===== src/rtl/cnt_pkg.sv =====
package cnt_pkg;
  typedef enum logic [1:0] {
    MODE_HOLD  = 2'd0,
    MODE_COUNT = 2'd1,
    MODE_LOAD  = 2'd2
  } cnt_mode_e;
endpackage


===== src/rtl/cnt_mode_dec.sv =====
module cnt_mode_dec
  import cnt_pkg::*;
(
  input  logic      load_ni,
  input  logic      cnt_en_i,
  input  logic      chain_en_i,
  output cnt_mode_e mode_o
);
  // load beats count; count needs both enables
  always_comb begin
    if (!load_ni)                    mode_o = MODE_LOAD;
    else if (cnt_en_i && chain_en_i) mode_o = MODE_COUNT;
    else                             mode_o = MODE_HOLD;
  end
endmodule


===== src/rtl/cnt_stage.sv =====
module cnt_stage
  import cnt_pkg::*;
#(
  parameter int unsigned STAGE_W = 4
) (
  input  logic               clk_i,
  input  logic               rst_ni,
  input  logic               load_ni,
  input  logic               cnt_en_i,
  input  logic               chain_en_i,
  input  logic [STAGE_W-1:0] data_i,
  output logic [STAGE_W-1:0] q_o,
  output logic               carry_o
);
  localparam logic [STAGE_W-1:0] ONE = STAGE_W'(1);

  cnt_mode_e    mode;
  logic [STAGE_W-1:0] q_q;

  cnt_mode_dec u_dec (
    .load_ni   (load_ni),
    .cnt_en_i  (cnt_en_i),
    .chain_en_i(chain_en_i),
    .mode_o    (mode)
  );

  always_ff @(posedge clk_i or negedge rst_ni) begin
    if (!rst_ni) begin
      q_q <= '0;
    end else begin
      unique case (mode)
        MODE_LOAD:  q_q <= data_i;
        MODE_COUNT: q_q <= q_q + ONE;
        default:    q_q <= q_q;
      endcase
    end
  end

  assign q_o     = q_q;
  // only the chain enable gates terminal count
  assign carry_o = chain_en_i & (&q_q);
endmodule


===== src/rtl/bin_cnt_chain.sv =====
module bin_cnt_chain #(
  parameter int unsigned STAGE_W  = 4,
  parameter int unsigned N_STAGES = 2
) (
  input  logic                         clk_i,
  input  logic                         rst_ni,
  input  logic                         load_ni,
  input  logic                         cnt_en_i,
  input  logic                         chain_en_i,
  input  logic [N_STAGES*STAGE_W-1:0]  data_i,
  output logic [N_STAGES*STAGE_W-1:0]  q_o,
  output logic                         carry_o
);
  localparam int unsigned TOTAL_W = N_STAGES * STAGE_W;

  logic [N_STAGES:0] chain;
  logic [TOTAL_W-1:0] q_all;

  assign chain[0] = chain_en_i;

  for (genvar k = 0; k < N_STAGES; k++) begin : g_stage
    cnt_stage #(.STAGE_W(STAGE_W)) u_stage (
      .clk_i     (clk_i),
      .rst_ni    (rst_ni),
      .load_ni   (load_ni),
      .cnt_en_i  (cnt_en_i),
      .chain_en_i(chain[k]),
      .data_i    (data_i[k*STAGE_W +: STAGE_W]),
      .q_o       (q_all[k*STAGE_W +: STAGE_W]),
      .carry_o   (chain[k+1])
    );
  end

  assign q_o     = q_all;
  assign carry_o = chain[N_STAGES];
endmodule


===== config.mk =====
export PLATFORM = sky130hd
export DESIGN_NAME = bin_cnt_chain
export DESIGN_NICKNAME = d
export VERILOG_FILES = /design/src/rtl/cnt_pkg.sv /design/src/rtl/cnt_mode_dec.sv /design/src/rtl/cnt_stage.sv /design/src/rtl/bin_cnt_chain.sv
export SDC_FILE = /design/constraint.sdc
export NUM_CORES = 1
export LEC_CHECK = 0
export BUFFER_PORTS_ARGS = -buffer_cell sky130_fd_sc_hd__buf_2
export CAP_MARGIN = 40
export CORE_AREA = 2 2 39 41
export CTS_CLUSTER_SIZE = 30
export DETAILED_ROUTE_END_ITERATION = 12
export DIE_AREA = 0 0 41 43
export PLACE_DENSITY_LB_ADDON = 0.3
export SLEW_MARGIN = 20
export SYNTH_ARGS = -nofsm -noshare
export SYNTH_HDL_FRONTEND = slang
export SYNTH_SLANG_ARGS = --single-unit

===== constraint.sdc =====
create_clock -name clk_i -period 3.4 [get_ports clk_i]
set_input_delay 0.17 -clock clk_i [delete_from_list [all_inputs] [get_ports clk_i]]
set_output_delay 0.17 -clock clk_i [all_outputs]
set_load 0.005 [all_outputs]

==> results of run 1 <==
[through the flow]
| stage | setup WS, ns | total power, uW | hold WS (ns) | utilization |
|---|---|---|---|---|
| after floorplan | 2.10 | 147 | -0.126 | - |
| after CTS | 1.95 | 250 | 0.151 | 0.434 |
| after global routing | 1.83 | 269 | 0.176 | 0.434 |
| after global placement | 2.05 | 172 | 0.0245 | 0.410 |
| final | 1.97 | 245 | 0.160 | 0.434 |
| after detailed placement | 2.04 | 174 | 0.0301 | 0.410 |
[metal layers]
metal | wire (um) | share of wire | vias up | global-route usage
li1 | - | - | 237 | -
met1 | 488 | 0.47 | 198 | 0.176
met2 | 501 | 0.48 | 10 | 0.219
met3 | 48 | 0.046 | 2 | 0.0785
met4 | 9 | 0.0086 | 0 | 0.0800
met5 | 0 | 0 | - | 0
[worst register-to-register path, delay by kind of cell (launching register included)]
kind	cells	cell delay (ns)
AND/OR/NAND/NOR	2	0.51
flip-flops	1	0.40
adder cells (fa/ha/maj)	1	0.23
AO/OA/AOI/OAI	1	0.16
[worst max path at each step]
stage	cells past startpoint	end	start	slack, ns
2_1_floorplan	4	g_stage[1].u_stage.q_o[3]	g_stage[0].u_stage.q_o[0]	2.10
3_3_place_gp	4	g_stage[1].u_stage.q_o[3]	g_stage[0].u_stage.q_o[0]	2.05
3_5_place_dp	4	g_stage[1].u_stage.q_o[3]	g_stage[0].u_stage.q_o[0]	2.04
4_1_cts	4	carry_o	g_stage[0].u_stage.q_o[0]	1.95
5_1_grt	4	carry_o	g_stage[0].u_stage.q_o[0]	1.83
6_report	4	carry_o	g_stage[0].u_stage.q_o[0]	1.97
[cells in the final DEF (no fill, tap or decap)]
master	synthesis	layout
nor2_1	9	9
xor2_1	2	2
mux2i_1	1	1
dlygate4sd3_1	0	1
dfrtp_1	8	8
nand3_1	5	5
ha_1	2	2
a31oi_1	4	4
nand3_2	1	1
buf_2	1	21
clkbuf_4	0	3
a21oi_1	4	4
nand4_1	2	2
o21ai_0	5	5
nand2_2	1	1
or3_1	4	4
o21a_1	1	1
[power groups by stage]
stage	combinational [uW]	clock (uW)	sequential [uW]
6_report	54.9	72.5	118
3_3_place_gp	53.7	0	119
5_1_grt	64.3	85.1	119
3_5_place_dp	54.8	0	119
2_1_floorplan	28.7	0	118
4_1_cts	56.1	77.1	117
[Yosys cell counts, drive strengths merged]
| master | number | area [um2] |
|---|---|---|
| a21oi | 4 | 20.0 |
| a31oi | 4 | 25.0 |
| buf | 1 | 5.00 |
| clkbuf | 1 | 3.75 |
| dfrtp | 8 | 200 |
| ha | 2 | 25.0 |
| mux2i | 1 | 10.0 |
| nand2 | 1 | 6.26 |
| nand3 | 6 | 35.0 |
| nand4 | 2 | 12.5 |
| nor2 | 9 | 33.8 |
| o21a | 1 | 7.51 |
| o21ai | 5 | 25.0 |
| or3 | 4 | 25.0 |
| xor2 | 2 | 17.5 |
[cell type report]
type | count | share of cell area
Clock buffer | 3 | 0.0375
Multi-Input combinational cell | 41 | 0.404
Sequential cell | 8 | 0.333
Tap cell | 16 | 0.0333
Timing Repair Buffer | 22 | 0.192
[kinds of logic (layout without fill, tap and decap cells)]
| family | Yosys count | after routing | share of synthesized area |
|---|---|---|---|
| AOI/OAI and AO/OA | 14 | 14 | 0.172 |
| xor gates and xnor gates | 2 | 2 | 0.0388 |
| adders and majority gates | 2 | 2 | 0.0554 |
| buffers and inverters | 2 | 25 | 0.0194 |
| DFF | 8 | 8 | 0.443 |
| muxes | 1 | 1 | 0.0222 |
| and+or+nand+nor | 22 | 22 | 0.249 |
[repair_timing]
action,CTS,global route
endpoints found under the setup margin,0,0
hold buffers,1,0
hold endpoints to repair,8,0
==> results.cfg, run 1 <==
[cells_and_area]
nFillCells = 158
drive_gt1_frac = 0.351
area.sequential_um2 = 200
final_cells = 90
multi_input_area_um2 = 243
num_antenna_cells = 0
nNetsFinal = 91
design_area_um2 = 601
largest_register_ffs = 8
syn2layout_area_growth_pct = 33.0

[floorplanning]
pin_count = 22
chipWidth_um = 41
dieArea_mm2 = 0.00176
core-area_mm2 = 0.00138
initial_core_util = 0.326
num_rows = 14
die_y_um = 43

[setup_path]
path_cells = ha_1 -> nand4_1 -> nor2_1 -> buf_2
cp_slowest_cell = dfrtp_1
arrival_ns = 1.26
r2r_slack_ns = 2.02
reg2regPathDepth = 4
r2r-end = g_stage[1].u_stage.q_o[3]
cp_max_fo = 4
worstSetupPathType = reg -> out
cp_slowest_stage_delay_ns = 0.40
path_buf_inv = 1
cp-start-kind = flip-flop
crit_family = flip-flops
worstReg2RegStart = g_stage[0].u_stage.q_o[0]
critPathRequiredTime_ns = 3.23
end_kind = output port

[detailed_routing]
drtIter0Drc = 3
dr.pass1.iters = 2
drcViolationCount = 0
drtAntennaViolNets = 0
viasPerCell = 4.97
wire_per_inst_um = 11.6
num_vias = 447
routed_wl_mm = 1.05

[job]
maxCapViolCount = 0

[outcome]
status = completed

[placement]
place_congestion = 0.782
dpl_cell_area_um2 = 568
place_hpwl_um = 777
io_buffers = 21
place_inst = 86

[sta]
fin_crit_sh = 0.420
hold_violations = 0
setup_tns_ns = 0
fin_crit_ns = 1.43
setup_viol = 0
slew_headroom = 0.816
rsz0062_at_grt = no
skew_ns = 0.00508
finalMaxSlewViolations = 0
tightestPinTransition_ns = 0.276
fmaxAchievable_mhz = 700

[power_and_ir_drop]
internal_power_uw = 173
combPwrFrac = 0.224
pwr-share-seq = 0.480
p_leak_uw = 0.000266
vdd_drop_max_v = 0.000153
switching_power_uw = 72.0
netSwitchingFraction = 0.294
p_per_area_mw_per_mm2 = 408
clock_power_share = 0.296

[cts]
post_cts.repair.setup_buffers = 0
cts_tree = built
clock-sinks = 8
cts-root-buf = clkbuf_4
cts-resized-gates = 0
cts.clk_slew.worst_paths_ns = 0.06
worst_skew_pair.late_latency_ns = 0.25
cts_buffers = 3
h-tree-depth = 1
clk_path_buf_depth = 2

[yosys]
yosysUniqueCellTypes = 16
synthCells = 51
avgSynthCellArea_um2 = 8.86
synth_fp_nets = 66
ys_seq_area_frac = 0.443
syn_area_um2 = 452
ys_warn_count = 0
synth-seq-cells = 8

[grt]
grt.overflow.total = 0
grt.total_usage = 0.152
grt_max_degree = 17
grt_pass1_wl_mm = 1.71
antenna_found_initial = 0
grt_pass1_vias = 395

[hold_path]
hp-class = in -> reg
min_to = g_stage[0].u_stage.q_o[1]
hold_start = data_i[1]
hold_depth = 3
(Power assumes the default switching activity.)
==> run 2: changes to the inputs <==
==> constraint.sdc (replaced) <==
create_clock -name clk_i -period 1.4 [get_ports clk_i]
set_input_delay 0.07 -clock clk_i [delete_from_list [all_inputs] [get_ports clk_i]]
set_output_delay 0.07 -clock clk_i [all_outputs]
set_load 0.005 [all_outputs]
==> results.cfg, run 2 (same netlist as run 1, synthesis figures left out) <==
[outcome]
status = completed

[hold_path]
min_to = g_stage[0].u_stage.q_o[0]
hold_start = data_i[0]
hold_depth = 3
hp-class = in -> reg

[sta]
setup_viol = 0
skew_ns = 0.000759
finalMaxSlewViolations = 0
setup_tns_ns = 0
slew_headroom = 0.825
holdWs_ns = 0.0496
fin_crit_sh = 0.942
fmaxAchievable_mhz = 758
fin_crit_ns = 1.32
tightestPinTransition_ns = 0.263
setup_ws_ns = 0.0805
hold_violations = 0

[setup_path]
end_kind = flip-flop
reg2regPathDepth = 4
cp-start-kind = flip-flop
worstReg2RegStart = g_stage[0].u_stage.q_o[0]
cp_slowest_cell = or3_1
path_cells = ha_2 -> nand4_1 -> or3_1 -> a31oi_1
path_buf_inv = 0
cp_max_fo = 3
arrival_ns = 1.51
critPathRequiredTime_ns = 1.59
r2r-end = g_stage[1].u_stage.q_o[3]
cp_slowest_stage_delay_ns = 0.37
crit_family = simple AND/OR/NAND/NOR gates
worstSetupPathType = reg -> reg
cp.depth = 4
r2r_slack_ns = 0.08

[power_and_ir_drop]
vdd_drop_max_v = 0.000481
p_leak_uw = 0.000279
p_per_area_mw_per_mm2 = 998

[job]
maxCapViolCount = 0

[cells_and_area]
syn2layout_area_growth_pct = 38.5
design_area_um2 = 626
largest_register_ffs = 8
nNetsFinal = 94
nFillCells = 165
final_cells = 93
num_antenna_cells = 0
mostFrequentLayoutCell = buf_2
drive_gt1_frac = 0.390
final_cell_mix = buf_2 (21), nor2_1 (9), dfrtp_1 (8)

[detailed_routing]
drtAntennaViolNets = 0
drtIter0Drc = 4
wire_per_inst_um = 12.1
viasPerCell = 5.04
routed_wl_mm = 1.13
drcViolationCount = 0
dr.pass1.iters = 4
num_vias = 469

[cts]
clk_path_buf_depth = 2
cts_buffers = 3
cts-root-buf = clkbuf_4
h-tree-depth = 1
cts_tree = built
cts.clk_slew.worst_paths_ns = 0.06
worst_skew_pair.late_latency_ns = 0.26
clock-sinks = 8

[placement]
place_inst = 87
place_congestion = 0.776
dpl_cell_area_um2 = 576
io_buffers = 21
dpl_worst_slack_ns = 0.0569

[floorplanning]
dieArea_mm2 = 0.00176
initial_core_util = 0.326
core-area_mm2 = 0.00138
num_rows = 14
pin_count = 22
die_y_um = 43
chipWidth_um = 41

[grt]
grt_pass1_vias = 401
antenna_found_initial = 0
grt_pass1_wl_mm = 1.78
grt.total_usage = 0.160
grt_max_degree = 17
grt.overflow.total = 0
run 2: cell types whose count changed in the layout (fill, tap and decap cells not counted):
| cell | previous run | this run |
|---|---|---|
| ha_2 | 0 | 1 |
| buf_4 | 0 | 3 |
| ha_1 | 2 | 1 |
run 2: how the worst max path moves through the flow:
| stage | from | to |
|---|---|---|
| floorplan | g_stage[0].u_stage.q_o[0] | g_stage[1].u_stage.q_o[3] |
| global placement | g_stage[0].u_stage.q_o[1] | g_stage[1].u_stage.q_o[3] |
| detailed placement | g_stage[0].u_stage.q_o[1] | g_stage[1].u_stage.q_o[3] |
| CTS | g_stage[0].u_stage.q_o[1] | g_stage[1].u_stage.q_o[3] |
| global route | g_stage[0].u_stage.q_o[0] | g_stage[1].u_stage.q_o[3] |
| finish | g_stage[0].u_stage.q_o[0] | g_stage[1].u_stage.q_o[3] |
run 2: worst reg2reg max path: cells and delay by family, from the launching register on:
kind            cells  cell delay (ns)
flops               1             0.36
compound gates      1             0.16
fa+ha+maj           1             0.22
simple gates        2             0.52
run 2: metrics by stage:
stage          utilization  total power [uW]
6_report             0.452               624
3_5_place_dp         0.416               426
2_1_floorplan            -               357
5_1_grt              0.452               676
3_3_place_gp         0.416               423
4_1_cts              0.439               619
run 2: layer usage:
layer	global-route usage	up-vias	part of all wire	wire length (um)
li1	-	243	-	-
met1	0.212	206	0.43	489
met2	0.209	14	0.48	535
met3	0.0471	6	0.058	65
met4	0.120	0	0.031	35
met5	0	-	0	0
run 2: report_power, final:
group	internal [uW]	switching, uW	leakage, uW
Sequential	256	26.3	0.0000894
Clock	98.8	88.8	0.0000138
Combinational	79.4	75.0	0.000176
Total	434	190	0.000279
run 2: repair_timing:
item	4_1_cts	5_1_grt
hold buffers	1	0
gates resized for setup	0	1
buffers inserted	0	2
setup endpoints to repair	0	4
endpoints found under the hold margin	8	0
run 2: layout make-up:
cell class,count,area [um2],share of cell area
multi-input combinational,41,245,0.392
sequential,8,200,0.320
timing repair buffer,25,138,0.220
clock buffer,3,22.5,0.0360
tap,16,20.0,0.0320
==> run 3: changes to the inputs <==
--- a/config.mk
+++ b/config.mk
@@ -7,10 +7,11 @@
 export LEC_CHECK = 0
 export BUFFER_PORTS_ARGS = -buffer_cell sky130_fd_sc_hd__buf_2
 export CAP_MARGIN = 40
-export CORE_AREA = 2 2 39 41
+export CELL_PAD_IN_SITES_DETAIL_PLACEMENT = 1
+export CELL_PAD_IN_SITES_GLOBAL_PLACEMENT = 1
+export CORE_UTILIZATION = 30
 export CTS_CLUSTER_SIZE = 30
 export DETAILED_ROUTE_END_ITERATION = 12
-export DIE_AREA = 0 0 41 43
 export PLACE_DENSITY_LB_ADDON = 0.3
 export SLEW_MARGIN = 20
 export SYNTH_ARGS = -nofsm -noshare
==> results.cfg, run 3 (same netlist as run 1, synthesis figures left out) <==
[outcome]
status = completed

[grt]
grt_max_degree = 17
grt_pass1_wl_mm = 1.82
grt_pass1_vias = 423
grt.overflow.total = 0
antenna_found_initial = 0
grt.total_usage = 0.186

[cts]
h-tree-depth = 1
cts_buffers = 3
clock-sinks = 8
post_cts.repair.setup_buffers = 0
cts_tree = built
cts-root-buf = clkbuf_4
cts.clk_slew.worst_paths_ns = 0.06
clk_path_buf_depth = 2
worst_skew_pair.late_latency_ns = 0.26

[sta]
fin_crit_sh = 0.946
tightestPinTransition_ns = 0.270
setup_ws_ns = 0.0757
fin_crit_ns = 1.32
holdWs_ns = 0.0587
setup_viol = 0
skew_ns = 0.000955
slew_headroom = 0.820
setup_tns_ns = 0
finalMaxSlewViolations = 0
hold_violations = 0
fmaxAchievable_mhz = 755

[setup_path]
path_buf_inv = 0
cp_slowest_cell = dfrtp_1
cp_slowest_stage_delay_ns = 0.41
worstSetupPathType = reg -> reg
cp-start-kind = flip-flop
path_cells = ha_4 -> nand4_1 -> or3_1 -> a31oi_1
arrival_ns = 1.51
cp_max_fo = 4
r2r-end = g_stage[1].u_stage.q_o[3]
worstReg2RegStart = g_stage[0].u_stage.q_o[1]
end_kind = flip-flop
crit_family = simple AND/OR/NAND/NOR gates
r2r_slack_ns = 0.08
cp.depth = 4
reg2regPathDepth = 4
critPathRequiredTime_ns = 1.58

[hold_path]
hp-class = in -> reg
hold_start = data_i[2]
min_to = g_stage[0].u_stage.q_o[2]
hold_depth = 3

[placement]
place_inst = 87
place_congestion = 0.667
io_buffers = 21
place_hpwl_um = 908
dpl_worst_slack_ns = 0.0474

[power_and_ir_drop]
p_leak_uw = 0.000276
p_total_uw = 624
vdd_drop_max_v = 0.000536
p_per_area_mw_per_mm2 = 996

[floorplanning]
die_y_um = 40.8
pin_count = 22
chipWidth_um = 40.8
num_rows = 13
core-area_mm2 = 0.00135
initial_core_util = 0.335
dieArea_mm2 = 0.00166

[cells_and_area]
nFillCells = 176
nNetsFinal = 93
final_cell_mix = buf_2 (21), nor2_1 (9), dfrtp_1 (8)
syn2layout_area_growth_pct = 38.8
num_antenna_cells = 0
mostFrequentLayoutCell = buf_2
largest_register_ffs = 8
final_cells = 91
drive_gt1_frac = 0.382

[detailed_routing]
routed_wl_mm = 1.23
drcViolationCount = 0
num_vias = 478
wire_per_inst_um = 13.5
dr.pass1.iters = 4
drtIter0Drc = 4
drtAntennaViolNets = 0
viasPerCell = 5.25

[job]
maxCapViolCount = 0
## run 3: metrics by stage
stage           util  instance area, um2
2_1_floorplan      -                 452
3_3_place_gp   0.431                 582
3_5_place_dp   0.431                 582
4_1_cts        0.455                 614
5_1_grt        0.464                 627
6_report       0.464                 627
## run 3: worst min-delay path: stages
cell and delay [ns]:
buf_2 0.07, nor2_1 0.03, a21oi_1 0.10
## run 3: report_power, final
group / internal, uW / switching [uW] / total [uW] / leakage [uW]
sequential: 256 / 31.0 / 287 / 0.0000894
clock: 98.6 / 86.3 / 185 / 0.0000138
combinational: 77.8 / 74.3 / 152 / 0.000172
total: 433 / 192 / 624 / 0.000276
## run 3: layer usage
layer  track usage  routed length [um]
met1         0.205                 574
met2         0.285                 550
met3        0.0815                  71
met4         0.125                  33
met5             0                   0
## run 3: layout make-up
class / count / area, um2 / area share
Multi-Input combinational cell: 41 / 255 / 0.407
Sequential cell: 8 / 200 / 0.319
Timing Repair Buffer: 24 / 130 / 0.208
Clock buffer: 3 / 22.5 / 0.0359
Tap cell: 15 / 18.8 / 0.0299
## run 3: worst max-delay path by stage
stage / from / end / slack (ns)
finish: g_stage[0].u_stage.q_o[1] / g_stage[1].u_stage.q_o[3] / 0.08
global route: g_stage[0].u_stage.q_o[1] / g_stage[1].u_stage.q_o[0] / -0.003
CTS: g_stage[0].u_stage.q_o[1] / g_stage[1].u_stage.q_o[3] / 0.04
detailed placement: g_stage[0].u_stage.q_o[1] / g_stage[1].u_stage.q_o[3] / 0.05
global placement: g_stage[0].u_stage.q_o[1] / g_stage[1].u_stage.q_o[3] / 0.12
floorplan: g_stage[0].u_stage.q_o[0] / g_stage[1].u_stage.q_o[3] / 0.10
## run 3: repair_timing
| action | CTS | global route |
|---|---|---|
| hold buffers | 1 | 0 |
| resized for setup | 0 | 2 |
| endpoints found under the setup margin | 0 | 4 |
| endpoints found under the hold margin | 8 | 0 |
